### src/rtl/div_pkg.sv
package div_pkg;
  localparam int unsigned CAUSE_W = 3;

  typedef enum logic [CAUSE_W-1:0] {
    CAUSE_NONE = 3'd0,
    CAUSE_DIVZ = 3'd5
  } cause_e;

  typedef enum logic [1:0] {
    ST_IDLE = 2'd0,
    ST_RUN  = 2'd1,
    ST_DONE = 2'd2
  } div_state_e;
endpackage

### src/rtl/div_operand_prep.sv
module div_operand_prep #(
  parameter int unsigned W = 32
) (
  input  logic         is_signed,
  input  logic [W-1:0] dividend,
  input  logic [W-1:0] divisor,
  output logic [W-1:0] dvd_mag,
  output logic [W-1:0] dvs_mag,
  output logic         quot_neg,
  output logic         dvs_zero
);
  logic dvd_neg;
  logic dvs_neg;

  always_comb begin
    dvd_neg  = is_signed & dividend[W-1];
    dvs_neg  = is_signed & divisor[W-1];
    dvd_mag  = dvd_neg ? (~dividend + 1'b1) : dividend;
    dvs_mag  = dvs_neg ? (~divisor + 1'b1) : divisor;
    quot_neg = dvd_neg ^ dvs_neg;
    dvs_zero = (divisor == '0);
  end
endmodule

### src/rtl/div_restoring_core.sv
module div_restoring_core #(
  parameter int unsigned W = 32
) (
  input  logic         clk,
  input  logic         rst_n,
  input  logic         load,
  input  logic         run,
  input  logic [W-1:0] dvd_mag,
  input  logic [W-1:0] dvs_mag,
  output logic [W-1:0] quo,
  output logic         last
);
  localparam int unsigned CW = $clog2(W);

  logic [W-1:0]  rem_q;
  logic [W-1:0]  quo_q;
  logic [W-1:0]  dvs_q;
  logic [CW-1:0] cnt_q;
  logic [W:0]    trial;
  logic [W:0]    diff;
  logic          fits;

  always_comb begin
    trial = {rem_q, quo_q[W-1]};
    diff  = trial - {1'b0, dvs_q};
    fits  = (trial >= {1'b0, dvs_q});
    last  = run && (cnt_q == CW'(W - 1));
  end

  always_ff @(posedge clk or negedge rst_n) begin
    if (!rst_n) begin
      rem_q <= '0;
      quo_q <= '0;
      dvs_q <= '0;
      cnt_q <= '0;
    end else if (load) begin
      rem_q <= '0;
      quo_q <= dvd_mag;
      dvs_q <= dvs_mag;
      cnt_q <= '0;
    end else if (run) begin
      rem_q <= fits ? diff[W-1:0] : trial[W-1:0];
      quo_q <= {quo_q[W-2:0], fits};
      cnt_q <= cnt_q + 1'b1;
    end
  end

  assign quo = quo_q;

  // The partial remainder must stay below the divisor after every step
  AST_REM_BELOW_DIVISOR: assert property (@(posedge clk) disable iff (!rst_n)
    ($past(run) && !$past(load)) |-> (rem_q < dvs_q))
    else $error("remainder not below divisor");
endmodule

### src/rtl/div_sign_fix.sv
module div_sign_fix #(
  parameter int unsigned W = 32
) (
  input  logic         neg,
  input  logic         force_zero,
  input  logic [W-1:0] mag,
  output logic [W-1:0] result
);
  always_comb begin
    if (force_zero)
      result = '0;
    else if (neg)
      result = ~mag + 1'b1;
    else
      result = mag;
  end
endmodule

### src/rtl/div_zero_trap.sv
module div_zero_trap
  import div_pkg::*;
(
  input  logic               clk,
  input  logic               rst_n,
  input  logic               zero_hit,
  input  logic               exc_en,
  input  logic               trap_en,
  input  logic               clr,
  output logic               status,
  output logic               trap,
  output logic [CAUSE_W-1:0] cause
);
  cause_e cause_q;

  always_ff @(posedge clk or negedge rst_n) begin
    if (!rst_n) begin
      status  <= 1'b0;
      trap    <= 1'b0;
      cause_q <= CAUSE_NONE;
    end else begin
      if (zero_hit)
        status <= 1'b1;
      else if (clr)
        status <= 1'b0;
      trap    <= zero_hit & exc_en & trap_en;
      cause_q <= (zero_hit & exc_en & trap_en) ? CAUSE_DIVZ : CAUSE_NONE;
    end
  end

  assign cause = cause_q;

  AST_STICKY_SET: assert property (@(posedge clk) disable iff (!rst_n)
    zero_hit |=> status)
    else $error("sticky bit not set");

  AST_STICKY_HOLD: assert property (@(posedge clk) disable iff (!rst_n)
    (status && !clr) |=> status)
    else $error("sticky bit lost");

  AST_TRAP_GATED: assert property (@(posedge clk) disable iff (!rst_n)
    (zero_hit && !(exc_en && trap_en)) |=> !trap)
    else $error("trap without both enables");

  AST_TRAP_PULSE: assert property (@(posedge clk) disable iff (!rst_n)
    trap |=> !trap)
    else $error("trap longer than one cycle");

  AST_CAUSE_MATCH: assert property (@(posedge clk) disable iff (!rst_n)
    (trap == (cause == CAUSE_DIVZ)) && (trap || cause == CAUSE_NONE))
    else $error("cause does not match trap");
endmodule

### src/rtl/int_divider_trap.sv
module int_divider_trap
  import div_pkg::*;
#(
  parameter int unsigned W = 32
) (
  input  logic               clk,
  input  logic               rst_n,
  input  logic               in_valid,
  output logic               in_ready,
  input  logic               in_signed,
  input  logic [W-1:0]       in_dividend,
  input  logic [W-1:0]       in_divisor,
  output logic               res_valid,
  input  logic               res_ready,
  output logic [W-1:0]       res_quotient,
  input  logic               exc_enable,
  input  logic               dz_trap_enable,
  input  logic               dz_clear,
  output logic               dz_status,
  output logic               trap_req,
  output logic [CAUSE_W-1:0] trap_cause
);
  div_state_e   state_q;
  logic         accept;
  logic [W-1:0] dvd_mag;
  logic [W-1:0] dvs_mag;
  logic         quot_neg;
  logic         dvs_zero;
  logic         neg_q;
  logic         zero_q;
  logic         core_run;
  logic         core_last;
  logic [W-1:0] core_quo;

  assign in_ready  = (state_q == ST_IDLE);
  assign accept    = in_valid && in_ready;
  assign core_run  = (state_q == ST_RUN);
  assign res_valid = (state_q == ST_DONE);

  div_operand_prep #(.W(W)) u_prep (
    .is_signed (in_signed),
    .dividend  (in_dividend),
    .divisor   (in_divisor),
    .dvd_mag   (dvd_mag),
    .dvs_mag   (dvs_mag),
    .quot_neg  (quot_neg),
    .dvs_zero  (dvs_zero)
  );

  div_restoring_core #(.W(W)) u_core (
    .clk     (clk),
    .rst_n   (rst_n),
    .load    (accept && !dvs_zero),
    .run     (core_run),
    .dvd_mag (dvd_mag),
    .dvs_mag (dvs_mag),
    .quo     (core_quo),
    .last    (core_last)
  );

  div_sign_fix #(.W(W)) u_fix (
    .neg        (neg_q),
    .force_zero (zero_q),
    .mag        (core_quo),
    .result     (res_quotient)
  );

  div_zero_trap u_trap (
    .clk     (clk),
    .rst_n   (rst_n),
    .zero_hit(accept && dvs_zero),
    .exc_en  (exc_enable),
    .trap_en (dz_trap_enable),
    .clr     (dz_clear),
    .status  (dz_status),
    .trap    (trap_req),
    .cause   (trap_cause)
  );

  always_ff @(posedge clk or negedge rst_n) begin
    if (!rst_n) begin
      state_q <= ST_IDLE;
      neg_q   <= 1'b0;
      zero_q  <= 1'b0;
    end else begin
      case (state_q)
        ST_IDLE: if (accept) begin
          neg_q   <= quot_neg;
          zero_q  <= dvs_zero;
          state_q <= dvs_zero ? ST_DONE : ST_RUN;
        end
        ST_RUN:  if (core_last) state_q <= ST_DONE;
        ST_DONE: if (res_ready) state_q <= ST_IDLE;
        default: state_q <= ST_IDLE;
      endcase
    end
  end

  AST_ZERO_RESULT: assert property (@(posedge clk) disable iff (!rst_n)
    (accept && in_divisor == '0) |=> (res_valid && res_quotient == '0))
    else $error("zero divisor result wrong");

  AST_BUSY_BLOCKS: assert property (@(posedge clk) disable iff (!rst_n)
    accept |=> !in_ready)
    else $error("ready while busy");

  AST_HOLD_RESULT: assert property (@(posedge clk) disable iff (!rst_n)
    (res_valid && !res_ready) |=> (res_valid && $stable(res_quotient)))
    else $error("result dropped under back-pressure");

  AST_DRAIN: assert property (@(posedge clk) disable iff (!rst_n)
    (res_valid && res_ready) |=> !res_valid)
    else $error("result not released");
endmodule

### config.mk
export PLATFORM = sky130hd
export DESIGN_NAME = int_divider_trap
export DESIGN_NICKNAME = d
export VERILOG_FILES = /design/src/rtl/div_pkg.sv /design/src/rtl/div_operand_prep.sv /design/src/rtl/div_restoring_core.sv /design/src/rtl/div_sign_fix.sv /design/src/rtl/div_zero_trap.sv /design/src/rtl/int_divider_trap.sv
export SDC_FILE = /design/constraint.sdc
export NUM_CORES = 1
export LEC_CHECK = 0
export BUFFER_PORTS_ARGS = -buffer_cell sky130_fd_sc_hd__buf_2
export CELL_PAD_IN_SITES_DETAIL_PLACEMENT = 0
export CELL_PAD_IN_SITES_GLOBAL_PLACEMENT = 2
export CORE_UTILIZATION = 39
export CTS_BUF_LIST = sky130_fd_sc_hd__clkbuf_4
export DETAILED_ROUTE_END_ITERATION = 10
export GPL_TIMING_DRIVEN = 0
export HOLD_SLACK_MARGIN = 0.12
export PLACE_DENSITY = 0.94
export SETUP_SLACK_MARGIN = 0.3
export SKIP_CTS_REPAIR_TIMING = 1
export SLEW_MARGIN = 20
export SYNTH_ARGS = -nofsm -noshare
export SYNTH_HDL_FRONTEND = slang
export SYNTH_HIERARCHICAL = 1
export SYNTH_SLANG_ARGS = --single-unit
### constraint.sdc
create_clock -name clk -period 7.8 [get_ports clk]
set_input_delay 0.78 -clock clk [delete_from_list [all_inputs] [get_ports clk]]
set_output_delay 0.78 -clock clk [all_outputs]
set_load 0.02 [all_outputs]
### After elaboration in Yosys (flattened, before gate mapping)

Index checks and enable logic that the tools add are counted.

* input port bits: 72
* output and inout port bits: 39
* bits in registers: 110
* logic and storage cells: 60

* add/subtract/negate cells: 5
* reduce and logical (&&, ||, !) cells: 11
* multiplexer cells: 19
* equality and inequality tests: 6
* magnitude comparators: 1
* bitwise logic cells: 8

Operators with widths (number)
* 32-bit 2-to-1 mux: 9
* 32-bit by 1-bit adder with 32-bit output (second input constant): 3
* 32-bit inverter: 3
* 33-bit by 32-bit >= comparator with 1-bit output: 1
* 32-bit logical NOT: 1
* 32-bit subtractor: 1
* 5-bit 2-to-1 mux: 2
* 2-bit 2-to-1 mux: 4
* 2-bit one-hot mux with 3 select lines: 1
* 5-bit by 1-bit adder with 5-bit output (second input constant): 1
* 5-bit == test (second input constant): 1
* 1-bit AND: 4
* 1-bit logical AND: 4
* 2-bit by 1-bit inequality test with 1-bit output (second input constant): 2
* 2-bit nonzero test: 2
* 3-bit 2-to-1 mux: 1
* 3-bit AND reduction: 1
* 2-bit by 1-bit == test with 1-bit output (second input constant): 1
* 2-bit == test (second input constant): 1
* 2-bit logical NOT: 1
* 1-bit 2-to-1 mux: 2
* 2-bit inequality test (second input constant): 1
* 2-bit AND reduction: 1
* 1-bit logical NOT: 1
* 1-bit XOR: 1

### Longest topological paths before layout

Gate-level depths: netlist of run 1.

* depth in word-level cells: 6
* depth in mapped cells: 13
* mapped depth without buffers: 12

### Modules after synthesis

Netlist of run 1, hierarchy kept.

By module, submodules not included
* div_restoring_core: instances 1, area each 6253.5 µm², cells each 713, seq. area each 2527.4 µm²
* div_operand_prep: instances 1, area each 1505.2 µm², cells each 226, seq. area each 0.0 µm²
* div_sign_fix: instances 1, area each 1103.6 µm², cells each 179, seq. area each 0.0 µm²
* int_divider_trap: instances 1, area each 209.0 µm², cells each 20, seq. area each 100.1 µm²
* div_zero_trap: instances 1, area each 93.8 µm², cells each 9, seq. area each 50.0 µm²

### Least setup slack after synthesis of run 1

OpenSTA, ideal clock, no wires.

* path kind: reg-to-output
* from: register u_core.quo_q[0] (netlist: u_core/quo[0])
* to: output res_quotient[18]
* required time: 7.020 ns
* cell stages (with the launch flop): 8
* arrival time: 2.382 ns
* path buffers: 1
* slack: 4.638 ns
* cells stage by stage: dfrtp_1 inv_1 ha_1 or4b_1 buf_2 or4_4 o41ai_1 mux2_2

* longest elaborated chain between the ends: 4

RTL lines
* start: declaration: RTL line div_restoring_core.sv:16 `logic [W-1:0] quo_q;`
* start signal: assignment: RTL line div_restoring_core.sv:38 `quo_q <= dvd_mag;`
* start signal: assignment: RTL line div_restoring_core.sv:43 `quo_q <= {quo_q[W-2:0], fits};`
* 32-bit inverter: RTL line div_sign_fix.sv:13 `result = ~mag + 1'b1;`
* 32-bit by 1-bit adder with 32-bit output: RTL line div_sign_fix.sv:13
* 32-bit 2-to-1 mux: RTL line div_sign_fix.sv:12 `else if (neg)`
* 32-bit 2-to-1 mux: RTL line div_sign_fix.sv:10 `if (force_zero)`
* end: declaration: RTL line int_divider_trap.sv:15 `output logic [W-1:0] res_quotient,`

No other way between the ends.

### Final worst setup path of run 1

Same ends and word-level chain as after synthesis.

==> results of run 1 <==
registers in the layout (all words and copies together) (netlist names):
| signal | cells |
|---|---|
| u_trap/cause | 1 |
| state_q | 2 |
| u_core/dvs_q | 32 |
| u_core/rem_q | 32 |
| u_core/quo | 32 |
| u_core/cnt_q | 5 |
| u_trap/status | 1 |
| zero_q | 1 |
| neg_q | 1 |
synthesized netlist by cell type (4+ instances only):
cell / number
a211oi_1: 17
a21o_1: 13
a21oi_1: 78
a21oi_2: 4
a311oi_1: 5
a31oi_1: 27
a41oi_1: 6
and2_1: 9
and3_1: 10
buf_1: 6
buf_2: 8
buf_4: 6
buf_6: 4
clkbuf_1: 44
dfrtp_1: 107
ha_1: 37
inv_1: 63
mux2_2: 15
mux2i_1: 35
nand2_1: 111
nand2b_1: 7
nand3_1: 12
nand4_1: 11
nor2_1: 118
nor2b_1: 22
nor3_1: 31
nor4_1: 15
o211a_1: 8
o211ai_1: 11
o21ai_0: 94
o21ai_1: 4
o311ai_0: 4
o31ai_1: 7
o41ai_1: 10
or2_2: 4
or3_1: 11
or4_1: 17
xnor2_1: 27
xor2_1: 67
area by class of cell:
type | instances | share of cell area (%)
Clock inverter | 7 | 0.633
Antenna cell | 1 | 0.0243
Tap cell | 313 | 3.81
Sequential cell | 107 | 26.0
Inverter | 63 | 2.30
Timing Repair Buffer | 111 | 5.73
Clock buffer | 9 | 0.657
Buffer | 69 | 3.14
Multi-Input combinational cell | 908 | 57.7
kinds of logic after synthesis:
kind of cell | count (synthesis)
and+or+nand+nor | 407
AOI/OAI and AO/OA | 318
buffers and inverters | 132
DFF | 107
xor gates and xnor gates | 94
muxes | 50
adders and majority gates | 38
other | 1
cells in the final DEF, fill, tap and decap left out, types with 17 or more instances in the layout:
| cell type | Yosys | layout |
|---|---|---|
| a211oi_1 | 17 | 17 |
| a21oi_1 | 78 | 78 |
| a31oi_1 | 27 | 27 |
| buf_2 | 8 | 116 |
| clkbuf_1 | 44 | 44 |
| dfrtp_1 | 107 | 107 |
| ha_1 | 37 | 37 |
| inv_1 | 63 | 63 |
| mux2i_1 | 35 | 35 |
| nand2_1 | 111 | 111 |
| nor2_1 | 118 | 118 |
| nor2b_1 | 22 | 22 |
| nor3_1 | 31 | 31 |
| o21ai_0 | 94 | 94 |
| or4_1 | 17 | 17 |
| xnor2_1 | 27 | 27 |
| xor2_1 | 67 | 67 |
metal layers:
layer | vias up | part of all wire [%] | GRT usage (%)
li1 | 4358 | - | -
met1 | 4176 | 52 | 35.9
met2 | 263 | 42 | 34.3
met3 | 29 | 4.8 | 2.81
met4 | 0 | 1.8 | 6.21
met5 | - | 0 | 0
metrics by stage:
| step | total power, mW | instances | util [%] | cell area, um2 | setup slack, ns |
|---|---|---|---|---|---|
| 4_1_cts | 5.10 | 1586 | 44.9 | 10300 | 3.70 |
| 3_3_place_gp | 4.77 | 1569 | 44.2 | 10100 | 3.60 |
| 2_1_floorplan | 3.84 | 1147 | - | 9170 | 4.64 |
| 3_5_place_dp | 4.80 | 1570 | 44.4 | 10100 | 3.52 |
| 5_1_grt | 5.60 | 1588 | 45.0 | 10300 | 3.54 |
| 6_report | 5.13 | 1588 | 45.0 | 10300 | 3.74 |
worst max-delay path, stage by stage (launching register included):
cell	delay, ns
dfrtp_1	0.46
inv_1	0.12
ha_1	0.23
or4b_1	0.43
buf_2	0.18
or4_4	0.53
o41ai_1	0.29
mux2_2	0.37
buf_2	0.16
report_power, final:
group | internal (mW) | switching (mW) | total (mW)
Clock | 0.0728 | 0.209 | 0.282
Combinational | 1.52 | 2.19 | 3.71
Sequential | 0.851 | 0.282 | 1.13
how the worst min path moves through the flow:
stage                             endpoint  cells after the start
after floorplan                      neg_q                      0
after global placement       u_trap/status                      1
after detailed placement     u_trap/status                      1
after CTS                 u_core/dvs_q[11]                      1
after global routing            state_q[1]                      2
final                        u_trap/status                      1
==> qor.txt, run 1 <==
Seq cells post-synth: 107
Post-synth ARST share: 100%
Avg Vias per Cell: 5.56
CTS clk-pin slew, worst paths: 0.18 ns
maximum vdd drop: 0.164 mV
number of synthesized flops with an enable pin: 0
Synth cell types: 86
Area growth, synth to finish: 12.2%
worst hold path class: reg -> reg
Yosys top cell area share: 29.2%
total iterations of the first detailed-routing run: 7
Pwr Density: 499 nW/um2
Detail Route Antenna Nets: 0
hold_sp: u_trap/status
clk buf depth: 2
initial antenna violation count: 1
IO Port Bufs: 109
fraction of layout cells with a size suffix above 1: 14.8%
DRT iter0 DRCs: 567
Final Hold Fails: 0
drc violations: 0
syn avg cell area: 7.99 um2
synthesized area: 9170 um2
fmax: 0.246 GHz
# fillers: 2,392
kind of critical path: reg -> out
Worst Path Required: 7.02 ns
pin count of the biggest net entering global routing: 74
worst-margin pin slew: 0.899 ns
Synth Area in Compound Gates: 22.3%
grt ovf: 0
Critical Path Fanout Max: 7
Max-Slew Margin vs Limit: 39.5%
Worst R2R Path Depth: 12
area occupied by registers: 2680 um2
H-tree levels: 3
area of the multi-input gates: 5930 um2
Worst Skew: 0.0339 ns
average wire per standard cell: 17.5 um
global-route wire length before repair: 44.4 mm
status: finished, final reports clean
Worst-Skew Late Latency: 0.51 ns
vias in the first global route: 8,279
clock sinks: 107
Die X: 155 um
Critical Path End Type: primary output
detailed placer's ending HPWL: 21.8 mm
largest family of logic cells by synthesized area: simple AND/OR/NAND/NOR gates
Simple-Gate Fraction of Synth Area: 22.4%
flop-to-flop setup slack: 4.80 ns
vias post-DR: 8,826
final wirelength: 27.8 mm
Initial Utilization: 40.1%
crit path to: res_quotient[18]
num ports: 111
startpoint types: register
Crit Reg-Reg Startpoint: u_core/quo[31]
number of max-cap violations: 0
Seq/Total Area, Yosys: 29.2%
LEAKAGE: 4.61 nW
post-synthesis mux area share: 5.67%
die height: 155 um
CTS tree: yes
Core Region: 22,800 um2
post-synth net total: 1,257
most common flop cell mapped by yosys: dfrtp_1
CTS root buffer: clkbuf_4
Final setup viols: 0
Hold Worst Slack: 0.506 ns
max-slew violations: 0
routability congestion estimate: 0.906
Total Die Area: 24,100 um2
setup_tns: 0 ns
Synthesis Warnings: 6
Crit. Startpoint: u_core/quo[0]
dominant cells by area after synthesis: dfrtp_1 (29%), xor2_1 (6.4%), o21ai_0 (5.1%), ha_1 (5.1%), nor2_1 (4.8%)
unrepaired setup endpoints after global routing: no
Post-Synth XOR/XNOR Area: 8.98%
R2R Path End: u_core/rem_q[12]
All-Layer GR Usage: 23.4%
total clock buffers created by CTS: 9
Worst EP arrival: 3.28 ns
Post-Syn Instances: 1,147
fin crit share: 52.0%
Tmin final: 4.06 ns
cell taking the most area after synthesis: dfrtp_1
adder-cell share of the synthesized area: 5.27%
# rows: 55
nets: 1,379
Note: power is estimated with default switching activity, not from simulation.
==> run 2: changes to the inputs <==
Settings changed: CORE_UTILIZATION 39 to 33, PLACE_DENSITY 0.94 to 0.85.
Clock period 7.8 ns to 3.27 ns, I/O delays scaled along.
==> run 2 against run 1 <==
- the flow now finishes with violations (negative setup slack)
- first-iteration DRC count grew 7.8%
- sequential share of layout area decreased by 1.1 points
- flip-flop and latch count did not move
- clock skew is 0.0066 ns higher
- utilization is 5.3 points lower
- die area is 18% higher
- highest routed layer unchanged
==> qor.txt, run 2 (synthesis gave the netlist of run 1 again) <==
worst hold path class: in -> reg
Die X: 169 um (+8.6%)
# rows: 60 (+9.1%)
P_int: 6.20 mW (+150%)
LEAKAGE: 4.77 nW (+3.5%)
fraction of layout cells with a size suffix above 1: 18.9% (+4.1 points)
nets: 1,394 (+1.1%)
Final Hold Fails: 0 (unchanged)
fin cells: 1,663 (+4.7%)
Reg power frac: 21.3% (-0.8 points)
CTS tree: yes
Core Region: 27,100 um2 (+19%)
Final WS setup: -0.0760 ns (-3.82 ns)
Area growth, synth to finish: 17.3%
final wirelength: 29.3 mm (+5.5%)
CTS clk-pin slew, worst paths: 0.19 ns (about the same)
fraction of power spent switching nets: 51.9% (-0.43 points)
Critical Path Fanout Max: 5 (-2)
num ports: 111 (unchanged)
Sw Pwr: 6.68 mW (+150%)
IO Port Bufs: 109 (unchanged)
Detail Route Antenna Nets: 0 (unchanged)
Worst Skew: 0.0405 ns (+0.00660 ns)
most frequent cells in the layout: nor2_1 (116), buf_2 (113), nand2_1 (111)
DP Worst Slack: -0.571 ns (-4.09 ns)
Worst EP arrival: 3.02 ns (-0.26 ns)
kind of critical path: reg -> out
pin count of the biggest net entering global routing: 63 (-15%)
Initial Utilization: 33.8% (-6.3 points)
# fillers: 2,846 (+19%)
Final setup viols: 2 (+2)
maximum vdd drop: 0.410 mV (+150%)
clk buf depth: 2 (unchanged)
Worst Path Required: 2.94 ns (-4.08 ns)
Tmin final: 3.35 ns
fin crit share: 102%
global-route wire length before repair: 45.8 mm (+3.2%)
unrepaired setup endpoints after global routing: yes
Crit path buffers/inverters: 3 (unchanged)
detailed placer's ending HPWL: 22.7 mm (+4.1%)
worst-margin pin slew: 0.989 ns (+0.0901 ns)
fmax: 0.299 GHz
All-Layer GR Usage: 20.5% (-2.9 points)
Clock power frac: 5.4% (about the same)
crit-path cells: inv_2 > ha_4 > or4b_4 > buf_6 > or4_4 > o41ai_4 > mux2_4 > buf_2
H-tree levels: 3 (unchanged)
most common cell after layout, fill and taps aside: nor2_1
average wire per standard cell: 17.6 um (+0.71%)
Avg Vias per Cell: 5.29 (-4.9%)
vias post-DR: 8,790 (-0.41%)
startpoint types: register
Logic pwr share: 73.3% (+0.9 points)
status: complete, but fails checks
total clock buffers created by CTS: 9 (unchanged)
Top Family by Delay on Critical Path: simple AND/OR/NAND/NOR gates
die height: 169 um (+8.6%)
number of max-cap violations: 0 (unchanged)
drc violations: 0 (unchanged)
initial antenna violation count: 1 (unchanged)
slowest stage delay, CP: 0.48 ns (-0.05 ns)
Critical Path End Type: primary output
clock sinks: 107 (unchanged)
Total Die Area: 28,400 um2 (+18%)
slowest CP cell: or4_4
DRT iter0 DRCs: 611 (+7.8%)
grt ovf: 0 (unchanged)
# placed instances: 1,629 (+3.8%)
total iterations of the first detailed-routing run: 5 (-2)
CTS root buffer: clkbuf_4
violated checks: negative setup slack
Worst-Skew Late Latency: 0.51 ns (about the same)
Max-Slew Margin vs Limit: 33.4% (-6.1 points)
vias in the first global route: 8,175 (-1.3%)
max-slew violations: 0 (unchanged)
Pwr Density: 1200 nW/um2 (+140%)
routability congestion estimate: 0.870 (-4.0%)
-- run 2: power by group through the flow --
stage / registers, mW / logic, mW / clock network (mW)
2_1_floorplan: 2.49 / 6.67 / 0
3_3_place_gp: 2.71 / 8.76 / 0
3_5_place_dp: 2.73 / 8.79 / 0
4_1_cts: 2.69 / 8.85 / 0.726
5_1_grt: 2.85 / 10.4 / 0.777
6_report: 2.74 / 9.44 / 0.700
-- run 2: final timing paths --
path / start / end / slack [ns] / cells after the start
setup / recovery: u_core/quo[0] / res_quotient[18] / -0.08 / 8
hold / removal: in_divisor[11] / u_core/dvs_q[11] / 0.15 / 4
setup reg to reg: u_core/dvs_q[30] / u_core/rem_q[28] / 0.41 / 14
hold reg to reg: u_trap/status / u_trap/status / 0.50 / 1
max in group asynchronous: rst_n / u_core/quo[1] / 2.25 / 3
min in group asynchronous: rst_n / u_core/rem_q[11] / 0.29 / 2
-- run 2: layout make-up --
type | instances | area, um2 | area share (%)
clock buffers | 9 | 67.6 | 0.628
flip-flops and latches | 107 | 2680 | 25.0
diodes | 2 | 5.00 | 0.0465
plain buffers | 69 | 353 | 3.28
clock inverters | 7 | 68.8 | 0.640
well taps | 372 | 465 | 4.33
inverters | 63 | 236 | 2.20
multi-input cells | 908 | 6130 | 57.1
repair buffers | 126 | 738 | 6.87
-- run 2: stage by stage --
stage          hold WS, ns  utilization (%)  cell area, um2  TNS, ns  power [mW]
2_1_floorplan       0.0314                -            9170        0        9.16
4_1_cts             -0.305             38.2           10300    -2.50        12.3
3_3_place_gp         0.464             37.5           10200   -35.48        11.5
6_report             0.145             39.7           10800  -0.0818        12.9
5_1_grt              0.120             39.7           10800   -0.743        14.0
3_5_place_dp         0.296             37.7           10200   -38.48        11.5
-- run 2: layer usage --
layer | track usage, % | up-vias | share of wire (%)
met5 | 0 | - | 0
met4 | 4.03 | 0 | 1.2
met3 | 1.85 | 20 | 3.4
met2 | 31.3 | 196 | 43
met1 | 31.2 | 4179 | 52
li1 | - | 4395 | -
-- run 2: worst reg2reg max path, stage by stage (launching register included) --
cell and delay (ns):
dfrtp_1 0.40, inv_1 0.12, ha_1 0.24, buf_2 0.17, nand2_2 0.08, nand2b_1 0.06, a211o_1 0.31, a41oi_2 0.24
nand3_2 0.13, o21ai_4 0.32, buf_4 0.18, buf_6 0.15, nand2_1 0.11, o221ai_2 0.19, a21oi_1 0.05
